**src/rtl/tmr_pkg.sv**
```systemverilog
// Shared definitions for the interval timer: register offsets and tap lookup.
// Assumes a divider of at least 10 bits so the slowest tap exists.
package tmr_pkg;

    typedef enum logic [1:0] {
        OFS_DIV = 2'd0,
        OFS_CNT = 2'd1,
        OFS_MOD = 2'd2,
        OFS_CTL = 2'd3
    } reg_ofs_e;

    localparam int CTL_W = 3;

    // Map the 2-bit rate select onto the divider bit whose fall marks a step.
    function automatic logic [3:0] rate_tap(input logic [1:0] sel);
        logic [3:0] tap;
        case (sel)
            2'b00:   tap = 4'd9;
            2'b01:   tap = 4'd3;
            2'b10:   tap = 4'd5;
            default: tap = 4'd7;
        endcase
        return tap;
    endfunction

endpackage

```
**src/rtl/tmr_divider.sv**
```systemverilog
// Free-running divider. Counts every clock; a clear request zeroes it.
// Assumes clear is a single-cycle qualified write strobe.
module tmr_divider #(
    parameter int W = 16
) (
    input  logic         clk,
    input  logic         rst_n,
    input  logic         clear,
    output logic [W-1:0] count_q
);
    // Count up, or zero on a clear request.
    always_ff @(posedge clk) begin
        if (!rst_n)     count_q <= '0;
        else if (clear) count_q <= '0;
        else            count_q <= count_q + 1'b1;
    end
endmodule

```
**src/rtl/tmr_tick_gen.sv**
```systemverilog
// Step generator: watches the divider bit picked by the rate select and
// flags a step in the cycle after that bit goes from 1 to 0, when enabled.
// Assumes the divider is wide enough to hold tap index 9.
module tmr_tick_gen #(
    parameter int W = 16
) (
    input  logic         clk,
    input  logic         rst_n,
    input  logic [W-1:0] div_q,
    input  logic [1:0]   rate_sel,
    input  logic         enable,
    output logic         tick
);
    import tmr_pkg::*;

    logic [3:0] tap;
    logic       tap_now;
    logic       tap_prev_q;

    // Pick the tapped divider bit for the current rate.
    always_comb begin
        tap     = rate_tap(rate_sel);
        tap_now = div_q[tap];
    end

    // Remember the tapped bit from the previous cycle.
    always_ff @(posedge clk) begin
        if (!rst_n) tap_prev_q <= 1'b0;
        else        tap_prev_q <= tap_now;
    end

    // A 1-to-0 transition of the tap is a step when the counter is enabled.
    assign tick = enable & tap_prev_q & ~tap_now;
endmodule

```
**src/rtl/tmr_counter.sv**
```systemverilog
// Interval counter with modulo reload and interrupt pulse.
// Priority at an edge: overflow reload, then processor write, then step.
// The interrupt pulse is registered so it aligns with the reloaded value.
module tmr_counter #(
    parameter int W = 8
) (
    input  logic         clk,
    input  logic         rst_n,
    input  logic         tick,
    input  logic         wr_en,
    input  logic [W-1:0] wr_data,
    input  logic [W-1:0] reload_val,
    output logic [W-1:0] cnt_q,
    output logic         ovf,
    output logic         irq_q
);
    localparam logic [W-1:0] CNT_MAX = '1;

    // An overflow is a step taken while the counter is at its maximum.
    assign ovf = tick && (cnt_q == CNT_MAX);

    // Update the counter by priority: reload, write, step.
    always_ff @(posedge clk) begin
        if (!rst_n)     cnt_q <= '0;
        else if (ovf)   cnt_q <= reload_val;
        else if (wr_en) cnt_q <= wr_data;
        else if (tick)  cnt_q <= cnt_q + 1'b1;
    end

    // Pulse the interrupt for the one cycle after a reload.
    always_ff @(posedge clk) begin
        if (!rst_n) irq_q <= 1'b0;
        else        irq_q <= ovf;
    end
endmodule

```
**src/rtl/ivl_timer.sv**
```systemverilog
// Top of the prescaled interval timer: register decode, modulo and control
// storage, read mux, and the divider / step / counter datapath.
// Assumes a single-master byte bus with one strobe active per cycle.
module ivl_timer #(
    parameter int DIV_W = 16,
    parameter int DAT_W = 8
) (
    input  logic             clk,
    input  logic             rst_n,
    input  logic [1:0]       bus_addr,
    input  logic             bus_wr,
    input  logic             bus_rd,
    input  logic [DAT_W-1:0] bus_wdata,
    output logic [DAT_W-1:0] bus_rdata,
    output logic             irq_pulse
);
    import tmr_pkg::*;

    localparam int CTL_PAD = DAT_W - CTL_W;

    logic [DIV_W-1:0] div_q;
    logic [DAT_W-1:0] cnt_q;
    logic [DAT_W-1:0] tma_q;
    logic [CTL_W-1:0] ctl_q;
    logic             tick;
    logic             ovf;
    logic             wr_div, wr_cnt, wr_mod, wr_ctl;
    logic             unused_wdata_hi;

    // Decode write strobes per register.
    always_comb begin
        wr_div = bus_wr && (bus_addr == OFS_DIV);
        wr_cnt = bus_wr && (bus_addr == OFS_CNT);
        wr_mod = bus_wr && (bus_addr == OFS_MOD);
        wr_ctl = bus_wr && (bus_addr == OFS_CTL);
    end

    assign unused_wdata_hi = ^bus_wdata[DAT_W-1:CTL_W];

    // Hold the modulo and control registers.
    always_ff @(posedge clk) begin
        if (!rst_n) begin
            tma_q <= '0;
            ctl_q <= '0;
        end else begin
            if (wr_mod) tma_q <= bus_wdata;
            if (wr_ctl) ctl_q <= bus_wdata[CTL_W-1:0];
        end
    end

    tmr_divider #(.W(DIV_W)) u_div (
        .clk     (clk),
        .rst_n   (rst_n),
        .clear   (wr_div),
        .count_q (div_q)
    );

    tmr_tick_gen #(.W(DIV_W)) u_tick (
        .clk      (clk),
        .rst_n    (rst_n),
        .div_q    (div_q),
        .rate_sel (ctl_q[1:0]),
        .enable   (ctl_q[2]),
        .tick     (tick)
    );

    tmr_counter #(.W(DAT_W)) u_cnt (
        .clk        (clk),
        .rst_n      (rst_n),
        .tick       (tick),
        .wr_en      (wr_cnt),
        .wr_data    (bus_wdata),
        .reload_val (tma_q),
        .cnt_q      (cnt_q),
        .ovf        (ovf),
        .irq_q      (irq_pulse)
    );

    // Select read data for the addressed register.
    always_comb begin
        bus_rdata = '0;
        if (bus_rd) begin
            case (bus_addr)
                OFS_DIV: bus_rdata = div_q[DIV_W-1 -: DAT_W];
                OFS_CNT: bus_rdata = cnt_q;
                OFS_MOD: bus_rdata = tma_q;
                default: bus_rdata = {{CTL_PAD{1'b1}}, ctl_q};
            endcase
        end
    end
endmodule

```
**config.mk**
```make
export PLATFORM = sky130hd
export DESIGN_NAME = ivl_timer
export DESIGN_NICKNAME = d
export VERILOG_FILES = /design/src/rtl/tmr_pkg.sv /design/src/rtl/tmr_divider.sv /design/src/rtl/tmr_tick_gen.sv /design/src/rtl/tmr_counter.sv /design/src/rtl/ivl_timer.sv
export SDC_FILE = /design/constraint.sdc
export NUM_CORES = 1
export LEC_CHECK = 0
export BUFFER_PORTS_ARGS = -buffer_cell sky130_fd_sc_hd__buf_2
export CAP_MARGIN = 25
export CORE_MARGIN = 1
export CORE_UTILIZATION = 30
export DETAILED_ROUTE_END_ITERATION = 8
export GPL_ROUTABILITY_DRIVEN = 0
export PLACE_DENSITY = 0.46
export SYNTH_ARGS = -nofsm -noshare
export SYNTH_HDL_FRONTEND = slang
export SYNTH_SLANG_ARGS = --single-unit
export TNS_END_PERCENT = 10
```
**constraint.sdc**
```tcl
create_clock -name clk -period 2 [get_ports clk]
set_input_delay 0.2 -clock clk [delete_from_list [all_inputs] [get_ports clk]]
set_output_delay 0.2 -clock clk [all_outputs]
set_load 0.02 [all_outputs]
```
# Word level (Yosys, flattened, before mapping)
# Index checks and enable logic that the tools add are counted.
[op_classes] eq_ne=6 order_cmp=1 n_reduce_logical=9 mux=8 addsub=2 bitwise_logic=4
[op_table] operator="8-bit 2-to-1 mux" count=4
[op_table] operator="8-bit case mux with 3 select lines" count=1
[op_table] operator="16-bit by 1-bit adder with 16-bit output (second input constant)" count=1
[op_table] operator="4-bit case mux with 3 select lines" count=1
[op_table] operator="8-bit by 1-bit adder with 8-bit output (second input constant)" count=1
[op_table] operator="8-bit equality test (second input constant)" count=1
[op_table] operator="2-bit equality test (second input constant)" count=3
[op_table] operator="1-bit logical AND" count=5
[op_table] operator="4-bit by 5-bit < comparator with 1-bit output (second input constant)" count=1
[op_table] operator="1-bit binary-select mux with 4-bit select" count=1
[op_table] operator="2-bit by 1-bit equality test with 1-bit output (second input constant)" count=2
[op_table] operator="2-bit zero test" count=2
[op_table] operator="3-bit nonzero test" count=1
[op_table] operator="1-bit bitwise AND" count=2
[op_table] operator="1-bit inverter" count=2
[op_table] operator="2-bit OR reduction" count=1
[op_table] operator="1-bit 2-to-1 mux" count=1
[word_totals] ff_bits=37 inputBits=14

# Longest topological paths before layout
[logic_depth] word_depth=9 ltp_mapped=7 ltp_nobuf=6

# By module
# Synthesis repeated with hierarchy kept, for this count alone.
[unflattened] hier_cells=227 hier_area_um2=2058.2
[modules_own_cells] module="tmr_divider" area_per_inst_um2=716.9 cells_per_inst=78 instances=1
[modules_own_cells] module="ivl_timer" area_per_inst_um2=684.4 cells_per_inst=67 instances=1
[modules_own_cells] module="tmr_counter" area_per_inst_um2=600.6 cells_per_inst=77 instances=1
[modules_own_cells] module="tmr_tick_gen" area_per_inst_um2=56.3 cells_per_inst=5 instances=1

# Worst setup path before layout
# Ideal clock, no wire load.
[synth_path] path_kind="register -> register" from="reg ctl_q[1]" to="reg u_cnt.cnt_q[2]" t_arrival_ps=1440 synth_period_minus_slack_ps=1555 n_path_buf=2 required_time_ps=1885 stages_incl_launch_ff=8 slack_ps=445 setup_ps=115 path_cell_list="dfxtp_1 > mux2i_1 > a22o_1 > and4_4 > buf_6 > buf_6 > a2111oi_2 > o21a_1"
[synth_between] elab_chain_cells=8
[synth_rtl] element="start, declared" line_no="ivl_timer.sv:24" rtl="logic [CTL_W-1:0] ctl_q;"
[synth_rtl] element="start signal, assigned" line_no="ivl_timer.sv:47" rtl="if (wr_ctl) ctl_q <= bus_wdata[CTL_W-1:0];"
[synth_rtl] element="2-bit equality test (tied with other cells)" line_no="tmr_pkg.sv:17" rtl="case (sel)"
[synth_rtl] element="4-bit case mux with 3 select lines *" line_no="tmr_pkg.sv:17"
[synth_rtl] element="1-bit binary-select mux with 4-bit select *" line_no="tmr_tick_gen.sv:23" rtl="tap_now = div_q[tap];"
[synth_rtl] element="1-bit 2-to-1 mux (implied by the code) *" line_no="tmr_tick_gen.sv:23"
[synth_rtl] element="1-bit inverter *" line_no="tmr_tick_gen.sv:33" rtl="assign tick = enable & tap_prev_q & ~tap_now;"
[synth_rtl] element="1-bit bitwise AND *" line_no="tmr_tick_gen.sv:33"
[synth_rtl] element="1-bit logical AND" line_no="tmr_counter.sv:20" rtl="assign ovf = tick && (cnt_q == CNT_MAX);"
[synth_rtl] element="3-bit nonzero test (no line) / 8-bit 2-to-1 mux (equally long branches)"
[synth_rtl] element="end signal, assigned" line_no="tmr_counter.sv:25" rtl="else if (ovf) cnt_q <= reload_val;"
[synth_rtl] element="end signal, assigned" line_no="tmr_counter.sv:26" rtl="else if (wr_en) cnt_q <= wr_data;"
[synth_rtl] element="end signal, assigned" line_no="tmr_counter.sv:27" rtl="else if (tick) cnt_q <= cnt_q + 1'b1;"
[synth_rtl] element="end, declared" line_no="tmr_counter.sv:13" rtl="output logic [W-1:0] cnt_q,"
# Mark *: on every way between the ends. The rest lies on a longest branch, timed or not. The select of a mux whose other input is x is not followed.
# A chain may end at the register's enable or synchronous reset.

# Worst setup path in the final report
[layout_path] from="reg ctl_q[1]" to="reg u_cnt.cnt_q[0]"
# Same word-level chain as after synthesis.

==> flow_metrics.env <==
export IMPL_status="completed"
export IMPL_slew_headroom_pct=72.71
export IMPL_ctsHoldBuffers=0
export IMPL_die_area_sq_mm=0.006799
export IMPL_wl_per_cell_microns=14.60
export IMPL_cp_max_fo=13
export IMPL_intPower_uw=1101
export IMPL_gr_total_overflow=0
export IMPL_yosysTopAreaCell="dfxtp_1"
export IMPL_yosys_top_cells_area="dfxtp_1, mux2i_1, xor2_1"
export IMPL_syn_to_final_growth_pct=13.40
export IMPL_clock_latency_ps=280
export IMPL_finalCritPeriodShare_pct=83.43
export IMPL_multiInputGateArea_sq_mm=0.001141
export IMPL_crit_family="compound AO/OA/AOI/OAI gates"
export IMPL_p_per_area_mw_per_mm2=664.9
export IMPL_htreeDepth=2
export IMPL_synthesis_nets=227
export IMPL_fp_dieW_microns=82.46
export IMPL_switching_share_pct=24.81
export IMPL_grt_max_degree=23
export IMPL_rrSetupSlack_ps=330
export IMPL_path_buf_inv=0
export IMPL_syn_inst=211
export IMPL_p_leak_uw=0.0009088
export IMPL_holdPathStages=3
export IMPL_ant_nets=0
export IMPL_hp_class="input pin to flop"
export IMPL_synth_warnings=0
export IMPL_skew_ps=5.041
export IMPL_n_antenna_cell=0
export IMPL_crit_path_cell_trace="mux2i_1, a22o_1, nand2b_1, o21ai_0, a31oi_1"
export IMPL_rsz0062_at_grt="no"
export IMPL_min_period_ps=1669
export IMPL_netSwitchingPower_uw=363.3
export IMPL_synth_cell_types=35
export IMPL_ios=23
export IMPL_combPwrFrac_pct=10.1
export IMPL_core_area_sq_mm=0.006096
export IMPL_grt_usage_pct=14.94
export IMPL_via_per_inst=4.945
export IMPL_antenna_found_initial=0
export IMPL_crit_type="flop to flop"
export IMPL_min_from="bus_wdata[7]"
export IMPL_synth_top_area_share_pct=38.14
export IMPL_power_uw=1464
export IMPL_hpwlAfterDp_mm=3.243
export IMPL_grt_use_met2_pct=22.64
export IMPL_hold_end="tma_q[7]$_SDFFE_PN0P_"
export IMPL_cts_max_path_buffers=2
export IMPL_start_util_pct=31.86
export IMPL_route_detailed_drc=0
export IMPL_wl_mm=4.496
export IMPL_cap_violations=0
export IMPL_r2r_cells=5
export IMPL_grt_busiest_layer="met2"
export IMPL_peakVddDrop_mv=0.2792
export IMPL_tritoncts="yes"
export IMPL_cts_resized=0
export IMPL_tns_ps=0
export IMPL_final_nets=249
export IMPL_clock_sinks=37
export IMPL_final_setup_viol_count=0
export IMPL_use_met1_pct=20.62
export IMPL_grtUsageMet3_pct=4.066
export IMPL_drive_gt1_share_pct=19.74
export IMPL_start_kind="flop"
export IMPL_root_buffer="clkbuf_8"
export IMPL_hold_viol=0
export IMPL_rr_endpoint="u_cnt.cnt_q[0]$_SDFFE_PN0P_"
export IMPL_ff_latch_area_sq_um=740.7
export IMPL_clk_pin_slew_ps=70
export IMPL_dr_pass1_iters=4
export IMPL_placementRows=28
export IMPL_max_freq_mhz=599.3
export IMPL_grt_pass1_vias=1446
export IMPL_slowest_stage="dfxtp_1"
export IMPL_io_buffers=22
export IMPL_r2r_start="ctl_q[1]$_SDFFE_PN0P_"
export IMPL_fillers=661
export IMPL_syn_avg_cell_area_sq_um=9.203
export IMPL_grt_pass1_wl_mm=7.362
export IMPL_route_vias_total=1523
export IMPL_dr_first_iter_drc_count=36
export IMPL_p_clk_share_pct=36.6
export IMPL_ys_seq_area_share_pct=38.14
export IMPL_seqPwrFrac_pct=53.3
export IMPL_syn_area_sq_mm=0.001942
export IMPL_die_y_microns=82.46
export IMPL_cpPeakStageDelay_ps=410
export IMPL_slew_viol_final=0
export IMPL_crit_arrival_ps=1880
export IMPL_post_cts_buffers=0
export IMPL_worst_pin_slew_ps=409.3
export IMPL_synth_seq_cells=37
export IMPL_worst_ep_required_time_ps=2210
export IMPL_cts_buffers=5
export IMPL_critPathCaptureType="flop"
==> power groups by stage <==
stage	Clock [uW]	Combinational, uW	Sequential [uW]
floorplan	0	104	789
global placement	0	150	797
detailed placement	0	149	797
CTS	553	150	780
global route	588	165	785
finish	536	148	781
==> tightest hold or removal path, cell delays in order <==
cell and delay [ps]:
buf_2 90, mux2i_1 60, nor2b_1 90
==> registers in the layout, indices dropped and copies added (netlist names) <==
signal	flops
u_tick.tap_prev_q	1
ctl_q	3
u_cnt.irq_q	1
u_cnt.cnt_q	8
u_div.count_q	16
tma_q	8
==> cell usage after synthesis, drive strengths merged <==
library cell and count:
o221a 5, inv 2, mux2i 13, nand3 10
a311o 1, mux2 5, xor2 11, a211o 6
xnor2 7, a21oi 3, nand4 1, nor2 24
and3b 1, ha 2, nand2 14, mux4 3
a22o 2, a31oi 6, or3 2, and4 3
nor2b 12, nor3 2, nand2b 5, clkbuf 7
and2 4, and3 6, o21ai 10, nand3b 2
dfxtp 37, a2111oi 1, buf 3, o21a 1
==> routing by layer <==
metal	wire (microns)	share of wire (%)	vias to the layer above
met5	0	0	-
met4	27	0.60	0
met3	92	2.0	2
met2	1988	44	11
met1	2388	53	713
li1	-	-	797
==> cell usage in the layout (no fill, tap or decap), drive strengths merged, types with 7 or more instances in the layout <==
cell,n
dfxtp,37
buf,25
nor2,24
nand2,14
mux2i,13
nor2b,12
xor2,11
nand3,10
o21ai,10
xnor2,7
clkbuf,7
==> stage by stage <==
step	instances	hold WS (ps)	setup WS (ps)	area, sq um	util (%)
detailed placement	301	448.5	336.9	2116	34.71
floorplan	211	338.3	445.1	1942	-
global placement	301	442.4	355.8	2116	34.71
finish	308	189.6	331.3	2202	36.12
CTS	308	185.9	320.9	2202	36.12
global route	308	194.9	75.61	2202	36.12
==> cell type report <==
class	count	share of cell area [%]
clock buffer	7	3.920
tap	75	4.261
sequential	37	33.64
timing repair buffer	25	6.023
multi-input combinational	162	51.82
inverter	2	0.3409
==> how the worst max path moves through the flow <==
stage	from	end	depth (start not counted)
after floorplan	ctl_q[1]$_SDFFE_PN0P_	u_cnt.cnt_q[2]$_SDFFE_PN0P_	7
after global placement	u_div.count_q[7]$_SDFF_PP0_	u_cnt.cnt_q[2]$_SDFFE_PN0P_	5
after detailed placement	ctl_q[1]$_SDFFE_PN0P_	u_cnt.cnt_q[4]$_SDFFE_PN0P_	5
after CTS	ctl_q[1]$_SDFFE_PN0P_	u_cnt.cnt_q[4]$_SDFFE_PN0P_	5
after global routing	ctl_q[1]$_SDFFE_PN0P_	u_cnt.cnt_q[7]$_SDFFE_PN0P_	5
final	ctl_q[1]$_SDFFE_PN0P_	u_cnt.cnt_q[0]$_SDFFE_PN0P_	5
==> logic make-up (layout without fill, tap and decap cells) <==
| family | after synthesis | after routing | share of synthesized area, % |
|---|---|---|---|
| AOI/OAI and AO/OA | 35 | 35 | 13.47 |
| xor gates and xnor gates | 18 | 18 | 8.118 |
| adders and majority gates | 2 | 2 | 1.288 |
| buffers and inverters | 12 | 34 | 3.093 |
| DFF | 37 | 37 | 38.14 |
| muxes | 21 | 21 | 13.08 |
| and+or+nand+nor | 86 | 86 | 22.81 |
Note: power is estimated with default switching activity, not from simulation.
